File: config.mk
export PLATFORM = sky130hd
export DESIGN_NAME = sysctl_regbank
export DESIGN_NICKNAME = d
export VERILOG_FILES = /design/src/rtl/sysctl_pkg.sv /design/src/rtl/sysctl_wmerge.sv /design/src/rtl/sysctl_timer.sv /design/src/rtl/sysctl_random.sv /design/src/rtl/sysctl_regbank.sv
export SDC_FILE = /design/constraint.sdc
export NUM_CORES = 2
export LEC_CHECK = 0
export ABC_CLOCK_PERIOD_IN_PS = 9100
export BUFFER_PORTS_ARGS = -buffer_cell sky130_fd_sc_hd__buf_2
export CAP_MARGIN = 20
export CORE_MARGIN = 2
export CORE_UTILIZATION = 45
export CTS_BUF_LIST = sky130_fd_sc_hd__clkbuf_4
export CTS_CLUSTER_DIAMETER = 50
export CTS_CLUSTER_SIZE = 16
export DETAILED_ROUTE_END_ITERATION = 7
export PLACE_DENSITY = 0.57
export SLEW_MARGIN = 40
export SYNTH_ARGS = -nofsm -noshare
export SYNTH_HDL_FRONTEND = slang
export SYNTH_SLANG_ARGS = --single-unit
File: constraint.sdc
create_clock -name clk -period 9.1 [get_ports clk]
set_input_delay 0.91 -clock clk [delete_from_list [all_inputs] [get_ports clk]]
set_output_delay 0.91 -clock clk [all_outputs]
set_load 0.02 [all_outputs]
File: src/rtl/sysctl_pkg.sv
package sysctl_pkg;
  localparam int DW   = 64;
  localparam int NREG = 32;

  localparam logic [4:0] RX_INDEX  = 5'd0;
  localparam logic [4:0] RX_RAND   = 5'd1;
  localparam logic [4:0] RX_ELO0   = 5'd2;
  localparam logic [4:0] RX_ELO1   = 5'd3;
  localparam logic [4:0] RX_CTX    = 5'd4;
  localparam logic [4:0] RX_PMASK  = 5'd5;
  localparam logic [4:0] RX_WIRED  = 5'd6;
  localparam logic [4:0] RX_BADVA  = 5'd8;
  localparam logic [4:0] RX_COUNT  = 5'd9;
  localparam logic [4:0] RX_EHI    = 5'd10;
  localparam logic [4:0] RX_CMP    = 5'd11;
  localparam logic [4:0] RX_STAT   = 5'd12;
  localparam logic [4:0] RX_CAUSE  = 5'd13;
  localparam logic [4:0] RX_EPC    = 5'd14;
  localparam logic [4:0] RX_PRID   = 5'd15;
  localparam logic [4:0] RX_CFG    = 5'd16;
  localparam logic [4:0] RX_LLA    = 5'd17;
  localparam logic [4:0] RX_XCTX   = 5'd20;
  localparam logic [4:0] RX_ECC    = 5'd26;
  localparam logic [4:0] RX_CERR   = 5'd27;
  localparam logic [4:0] RX_ERREPC = 5'd30;

  localparam logic [DW-1:0] COUNT_INIT = 64'h5000;
  localparam int            IRQ_BIT    = 15;

  function automatic logic [DW-1:0] reset_value(input logic [4:0] i);
    case (i)
      RX_CAUSE:                    return 64'h5C;
      RX_CTX:                      return 64'h007F_FFF0;
      RX_PRID:                     return 64'hB22;
      RX_CFG:                      return 64'h7006_E463;
      RX_STAT:                     return 64'h3400_0000;
      RX_EPC, RX_BADVA, RX_ERREPC: return '1;
      default:                     return '0;
    endcase
  endfunction

  function automatic logic is_hole(input logic [4:0] i);
    return (i == 5'd7) || (i >= 5'd21 && i <= 5'd25) || (i == 5'd31);
  endfunction
endpackage

File: src/rtl/sysctl_wmerge.sv
module sysctl_wmerge
  import sysctl_pkg::*;
(
  input  logic [4:0]    sel,
  input  logic [DW-1:0] old_val,
  input  logic [DW-1:0] new_val,
  output logic          store,
  output logic [DW-1:0] merged
);
  always_comb begin
    store  = 1'b1;
    merged = new_val;
    case (sel)
      RX_INDEX:         merged = new_val & 64'h0000_0000_8000_003F;
      RX_ELO0, RX_ELO1: merged = new_val & 64'h0000_0000_3FFF_FFFF;
      RX_CTX:           merged = (new_val & 64'hFFFF_FFFF_FF80_0000) |
                                 (old_val & 64'h0000_0000_007F_FFFF);
      RX_PMASK:         merged = new_val & 64'h0000_0000_01FF_E000;
      RX_WIRED:         merged = new_val & 64'h0000_0000_0000_003F;
      RX_EHI:           merged = new_val & 64'hC000_00FF_FFFF_E0FF;
      RX_STAT:          merged = new_val & 64'h0000_0000_FFF7_FFFF;
      RX_CAUSE:         merged = old_val & 64'h0000_0000_0FFF_FCFF;
      RX_CFG:           merged = (new_val & 64'h0000_0000_0F00_800F) |
                                 (old_val & 64'h0000_0000_F0FF_7FF0);
      RX_LLA:           merged = {old_val[63:32], new_val[31:0]};
      RX_XCTX:          merged = (new_val & 64'hFFFF_FFFE_0000_0000) |
                                 (old_val & 64'h0000_0001_FFFF_FFFF);
      RX_ECC:           merged = new_val & 64'h0000_0000_0000_00FF;
      RX_RAND, RX_BADVA, RX_COUNT, RX_CMP, RX_PRID, RX_CERR: store = 1'b0;
      default:          store = !is_hole(sel);
    endcase
  end
endmodule

File: src/rtl/sysctl_timer.sv
module sysctl_timer
  import sysctl_pkg::*;
(
  input  logic          clk,
  input  logic          rst,
  input  logic          ld_count,
  input  logic          ld_cmp,
  input  logic [DW-1:0] din,
  output logic [DW-1:0] count_q,
  output logic [DW-1:0] cmp_q,
  output logic          irq_q
);
  logic phase_q;

  always_ff @(posedge clk) begin
    if (rst) begin
      count_q <= COUNT_INIT;
      phase_q <= 1'b0;
      cmp_q   <= '0;
      irq_q   <= 1'b0;
    end else begin
      if (ld_count) begin
        count_q <= din;
        phase_q <= 1'b0;
      end else begin
        phase_q <= ~phase_q;
        if (phase_q) count_q <= count_q + 1'b1;
      end
      if (ld_cmp) begin
        cmp_q <= din;
        irq_q <= 1'b0;
      end else if (count_q == cmp_q) begin
        irq_q <= 1'b1;
      end
    end
  end
endmodule

File: src/rtl/sysctl_random.sv
module sysctl_random #(
  parameter int RW  = 6,
  parameter int TOP = 31
) (
  input  logic          clk,
  input  logic          rst,
  input  logic [RW-1:0] floor_val,
  output logic [RW-1:0] rnd_q
);
  localparam logic [RW-1:0] TOPV = RW'(TOP);

  always_ff @(posedge clk) begin
    if (rst)                    rnd_q <= TOPV;
    else if (rnd_q <= floor_val) rnd_q <= TOPV;
    else                        rnd_q <= rnd_q - 1'b1;
  end
endmodule

File: src/rtl/sysctl_regbank.sv
module sysctl_regbank
  import sysctl_pkg::*;
#(
  parameter int IDX_W = 6,
  parameter int RND_W = 6
) (
  input  logic             clk,
  input  logic             rst,
  input  logic             wr_en,
  input  logic             rd_en,
  input  logic [IDX_W-1:0] idx,
  input  logic [DW-1:0]    wr_data,
  output logic [DW-1:0]    rd_data,
  output logic             rd_valid,
  output logic             timer_irq
);
  localparam int SEL_W = $clog2(NREG);

  logic [SEL_W-1:0] sel;
  logic             beyond;
  logic [DW-1:0]    regs [NREG];
  logic [DW-1:0]    latch_q;
  logic [DW-1:0]    count_q, cmp_q, merged, rd_next;
  logic             store, irq_q;
  logic [RND_W-1:0] rand_q, wired_q;

  assign sel     = idx[SEL_W-1:0];
  assign beyond  = |idx[IDX_W-1:SEL_W];
  assign wired_q = regs[RX_WIRED][RND_W-1:0];

  sysctl_wmerge u_merge (
    .sel(sel), .old_val(regs[sel]), .new_val(wr_data),
    .store(store), .merged(merged)
  );

  sysctl_timer u_timer (
    .clk(clk), .rst(rst),
    .ld_count(wr_en && !beyond && sel == RX_COUNT),
    .ld_cmp(wr_en && !beyond && sel == RX_CMP),
    .din(wr_data), .count_q(count_q), .cmp_q(cmp_q), .irq_q(irq_q)
  );

  sysctl_random #(.RW(RND_W), .TOP(31)) u_rand (
    .clk(clk), .rst(rst), .floor_val(wired_q), .rnd_q(rand_q)
  );

  for (genvar g = 0; g < NREG; g++) begin : g_slot
    localparam logic [DW-1:0] RV = reset_value(5'(g));
    always_ff @(posedge clk) begin
      if (rst) regs[g] <= RV;
      else if (wr_en && !beyond && store && sel == SEL_W'(g)) regs[g] <= merged;
    end
  end

  always_ff @(posedge clk) begin
    if (rst)        latch_q <= '0;
    else if (wr_en) latch_q <= wr_data;
  end

  always_comb begin
    if (beyond)                rd_next = '0;
    else if (is_hole(sel))     rd_next = latch_q;
    else if (sel == RX_RAND)   rd_next = DW'(rand_q);
    else if (sel == RX_COUNT)  rd_next = count_q;
    else if (sel == RX_CMP)    rd_next = cmp_q;
    else if (sel == RX_CAUSE) begin
      rd_next          = regs[RX_CAUSE];
      rd_next[IRQ_BIT] = irq_q;
    end else                   rd_next = regs[sel];
  end

  always_ff @(posedge clk) begin
    if (rst) begin
      rd_data  <= '0;
      rd_valid <= 1'b0;
    end else begin
      rd_valid <= rd_en;
      if (rd_en) rd_data <= rd_next;
    end
  end

  assign timer_irq = irq_q;
endmodule

# Word-level counts from Yosys, hierarchy flattened
# Memory sizes are Yosys's and may differ from the RTL's.
# Cells that the tools add are included.
[totals]
register_bits = 265
ramBits = 2048
input_bits = 74
mem_count = 1
[memory_table]
columns = ["memory", "words", "width", "read_ports", "rd_ports_with_merged_regs", "wr", "line_no", "text"]
rows = [
  ["regs", 32, 64, 3, 0, 32, "sysctl_regbank.sv:21", "logic [DW-1:0] regs [NREG];"],
]
[op_classes]
n_addsub = 2
order_cmp = 3
n_eq_ne = 32
muxes = 140
bitwise_logic = 36
reduce_logical = 49
[op_table]
columns = ["op", "n"]
rows = [
  ["two-way mux 64 bit", 40],
  ["case mux 64 bit (12 select lines)", 1],
  ["two-way mux 1 bit", 98],
  ["== test 5 bit, second input constant", 16],
  ["adder 64 x 1 -> 64 bit, second input constant", 1],
  ["== test 64 bit", 1],
  ["OR 64 x 23 -> 64 bit", 1],
  ["OR 64 x 33 -> 64 bit", 1],
  ["== test 5 x 4 -> 1 bit, second input constant", 8],
  ["logical AND 1 bit", 37],
  ["OR 1 bit", 32],
  ["OR 28 x 32 -> 32 bit", 1],
  ["== test 5 x 3 -> 1 bit, second input constant", 4],
  ["OR reduction 13 bit", 1],
  ["== test 5 x 2 -> 1 bit, second input constant", 2],
  ["OR reduction 2 bit", 4],
  ["<= comparator 6 bit", 1],
  ["OR reduction 6 bit", 1],
  ["subtractor 6 x 1 -> 6 bit, second input constant", 1],
  ["== test 5 x 1 -> 1 bit, second input constant", 1],
  [">= comparator 5 bit, second input constant", 1],
  ["<= comparator 5 bit, second input constant", 1],
  ["zero test 5 bit", 1],
  ["zero test 1 bit", 2],
  ["other kinds (4)", 5],
]

# Logic depth before layout (Yosys ltp)
[logic_depth]
word_depth = 12
ltp_mapped = 13

# Cells and area by module
# Synthesis repeated with hierarchy kept, for this count alone.
[unflattened]
cells_unflattened = 7795
hier_area_um2 = 107688.3
[by_module_without_submodules]
columns = ["module", "instances", "cells_per_inst", "area_per_inst_um2", "seq_area_each_um2"]
rows = [
  ["sysctl_regbank", 1, 6739, 98957.4, 64081.5],
  ["sysctl_timer", 1, 823, 6962.9, 2602.5],
  ["sysctl_wmerge", 1, 192, 1368.8, 0.0],
  ["sysctl_random", 1, 41, 399.1, 120.1],
]

# Worst setup path before layout
# No wires, ideal clock.
[synth_timing]
path_kind = "input to register"
start = "input idx[0]"
end = "memory regs[10][0] (enable)"
setup_ps = 421
arrival_time_ps = 4156
slack_ps = 4523
stages = 9
path_cell_list = "buf_4 buf_4 buf_4 buf_2 buf_2 maj3_1 a21oi_1 and2_1 a21o_1"
[synth_rtl]
columns = ["item", "line_no", "text"]
rows = [
  ["start: declaration", "sysctl_regbank.sv:11", "input logic [IDX_W-1:0] idx,"],
  ["end: declaration", "sysctl_regbank.sv:21", ""],
]

==> results.sh <==
export IMPL_status="finished, final reports clean"
export IMPL_drc=0
export IMPL_routed_via_density=5.746
export IMPL_first_global_vias=58175
export IMPL_worst_path_max_delay_cell="a21o_4"
export IMPL_cpMostUsedCell="buf_4"
export IMPL_synth_edf_count=2036
export IMPL_synth_distinct_cells=85
export IMPL_grt_usage_pct=29.59
export IMPL_rsz0062_at_grt="false"
export IMPL_crit_end="regs[10][53]"
export IMPL_grt_pass1_wl_um=447300
export IMPL_yosysWarnings=0
export IMPL_core_area_um2=211500
export IMPL_clkSinkCount=2301
export IMPL_crit_cells=8
export IMPL_postCtsSetupBuffers=0
export IMPL_cts_root_buf="clkbuf_4"
export IMPL_rows=169
export IMPL_yosysMostFrequentCell="edfxtp_1"
export IMPL_worst_path_max_fanout=34
export IMPL_startpoint="wr_en"
export IMPL_vias=60013
export IMPL_avgSynthCellArea_um2=15.84
export IMPL_timing_reg2reg_setup_slack_ps=5880
export IMPL_htreeDepth=4
export IMPL_finClkSkew_ps=142.1
export IMPL_fmax_mhz=235.2
export IMPL_clock_latency_ps=1450
export IMPL_r2r_end="u_timer.count_q[53]"
export IMPL_ant_nets=0
export IMPL_cts_tree="yes"
export IMPL_endpoint_kind="flop"
export IMPL_setup_violations_final=0
export IMPL_io_pin_count=140
export IMPL_ctsResizeCount=0
export IMPL_critPathArrivalTime_ps=5240
export IMPL_syn_inst=6031
export IMPL_async_reset_ff_share_pct=0
export IMPL_synth_seq_cells=2301
export IMPL_ys_flop_type="edfxtp_1"
export IMPL_dp_hpwl_um=197100
export IMPL_fin_cells=10444
export IMPL_period_needed_ps=4252
export IMPL_place_ws_ps=3550
export IMPL_max_cap_violations=0
export IMPL_setup_ws_ps=4848
export IMPL_cp_num_buf_inv=3
export IMPL_final_nets=7501
export IMPL_worst_r2r_cell_count=6
export IMPL_area_growth_pct=14.10
export IMPL_portBuffers=139
export IMPL_cp_cell_sequence="dlygate4sd3_1 > buf_4 > nor2b_1 > nand3_1 > a21oi_2 > and2_1 > a21o_4 > buf_4"
export IMPL_multi_input_area_um2=32190
export IMPL_clk_pin_slew_ps=150
export IMPL_criticalPathCategory="input pin to flop"
export IMPL_drt_wl_total_um=321600
export IMPL_netlist_top_cells_area="edfxtp_1, mux4_2, dfxtp_1"
export IMPL_start_kind="input pin"
export IMPL_fin_tns_setup_ps=0
export IMPL_die_x_um=464.8
export IMPL_regArea_um2=66440
export IMPL_place_inst=9943
export IMPL_synth_area_leader_cell="edfxtp_1"
export IMPL_ys_seq_area_share_pct=69.55
export IMPL_drt_pass1_iter_count=8
export IMPL_vdd_drop_max_mv=0.1265
export IMPL_numCtsBuffers=215
export IMPL_cpPeakStageDelay_ps=730
export IMPL_die_area_um2=216000
export IMPL_fill_cells=17872
export IMPL_hold_class="input pin to flop"
export IMPL_rr_startpoint="u_timer.count_q[11]"
export IMPL_drive_above_1_share_pct=17.74
export IMPL_drt_iter0_drc=8024
export IMPL_grt_start_max_net_pins=113
export IMPL_post_route_period_util_pct=46.72
export IMPL_cellLeakagePower_nw=39.63
export IMPL_tightest_slew_ps=947.7
export IMPL_grt_ovfl_total=0
export IMPL_gp_congestion=0.9442
export IMPL_finalHoldViolations=0
export IMPL_yosysTopAreaCellShare_pct=64.00
export IMPL_die_y_um=464.8
export IMPL_power_density_nw_per_um2=186.6
export IMPL_worstPathRequired_ps=10090
export IMPL_relSlewSlack_pct=36.59
export IMPL_start_util_pct=45.18
export IMPL_syn_area_um2=95530
export IMPL_synth_common_cells="edfxtp_1, nor2_1, nand2_1"
export IMPL_wl_per_cell_um=30.79
export IMPL_cts_path_max_buffers=3
export IMPL_antenna_found_initial=27
export IMPL_slew_violations=0
export IMPL_hold_buffers=69
export IMPL_crit_family="buffers and inverters"
-- worst register-to-register path, stage by stage (launching register included) --
cell	delay, ps
dfxtp_1	540
and4_1	310
nand3_1	420
or4_1	1040
nor3_1	510
xnor2_1	120
a211oi_1	230
-- cells by family after synthesis --
logic type	count (synthesis)	synth area share (%)
and+or+nand+nor	1743	7.631
adders and majority gates	9	0.1153
DFF	2301	69.55
muxes	728	14.55
other	2	0.007861
AOI/OAI and AO/OA	657	4.871
buffers and inverters	468	2.141
xor gates and xnor gates	123	1.128
-- final cells by class --
| class | instances | share of cell area (%) |
|---|---|---|
| Clock buffer | 241 | 1.660 |
| Tap cell | 2821 | 3.238 |
| Clock inverter | 161 | 1.589 |
| Inverter | 22 | 0.08724 |
| Multi-Input combinational cell | 4501 | 29.53 |
| Sequential cell | 2301 | 60.96 |
| Antenna cell | 19 | 0.04362 |
| Timing Repair Buffer | 378 | 2.890 |
-- through the flow --
| stage | hold WS [ps] | power (mW) | instance area, µm² | utilization, % |
|---|---|---|---|---|
| 6_report | 173.3 | 20.34 | 109000 | 51.55 |
| 5_1_grt | 157.4 | 20.94 | 109000 | 51.53 |
| 4_1_cts | 46.29 | 20.39 | 108800 | 51.45 |
| 3_5_place_dp | 454.8 | 14.57 | 104600 | 49.45 |
| 3_3_place_gp | 453.3 | 14.51 | 104000 | 49.17 |
| 2_1_floorplan | 379.5 | 13.70 | 100200 | - |
-- layer usage --
| layer | up-vias | track usage [%] | part of all wire (%) |
|---|---|---|---|
| met3 | 783 | 6.165 | 9.9 |
| li1 | 24974 | - | - |
| met5 | - | 0 | 0.012 |
| met4 | 6 | 13.41 | 5.2 |
| met2 | 3568 | 45.68 | 46 |
| met1 | 30682 | 40.52 | 39 |
-- sequential cells by signal, summed over array words and instances, names as in the netlist --
| register | flops |
|---|---|
| u_timer.cmp_q | 64 |
| latch_q | 64 |
| rd_data | 64 |
| u_rand.rnd_q | 6 |
| u_timer.count_q | 64 |
| u_timer.irq_q | 1 |
| rd_valid | 1 |
| u_timer.phase_q | 1 |
| regs | 2036 |
-- power by group --
| group | internal (mW) | switching (mW) |
|---|---|---|
| combinational | 0.713 | 1.34 |
| clock | 2.12 | 3.81 |
| sequential | 12.1 | 0.215 |
| total | 15.0 | 5.36 |
-- placed cells by master (no fill, tap or decap), drive strengths merged, types with 24 or more instances in the layout --
master	netlist	routed
o22ai	56	56
conb	2	1241
nand4	24	24
bufinv	0	24
mux4	527	527
o21ai	66	66
nand3	68	68
clkinv	0	71
and3	27	27
mux2i	183	183
a21oi	134	134
buf	168	304
xor2	94	94
clkinvlp	0	24
dfxtp	265	265
nor2	829	829
a31oi	30	30
inv	22	64
and2	24	24
a22oi	100	100
xnor2	29	29
a211oi	57	57
clkbuf	278	246
edfxtp	2036	2036
nand2	595	595
nor4	29	29
dlygate4sd3	0	69
nor3	60	60
-- worst min path at each step --
stage	startpoint	endpoint	slack [ps]	cells after the start
3_5_place_dp	latch_q[24]	rd_data[24]	450	2
3_3_place_gp	latch_q[15]	rd_data[15]	450	2
6_report	idx[2]	rd_data[25]	170	5
2_1_floorplan	u_rand.rnd_q[0]	u_rand.rnd_q[0]	380	1
4_1_cts	idx[2]	rd_data[25]	50	5
5_1_grt	idx[2]	rd_data[25]	160	5
(Power assumes the default switching activity.)
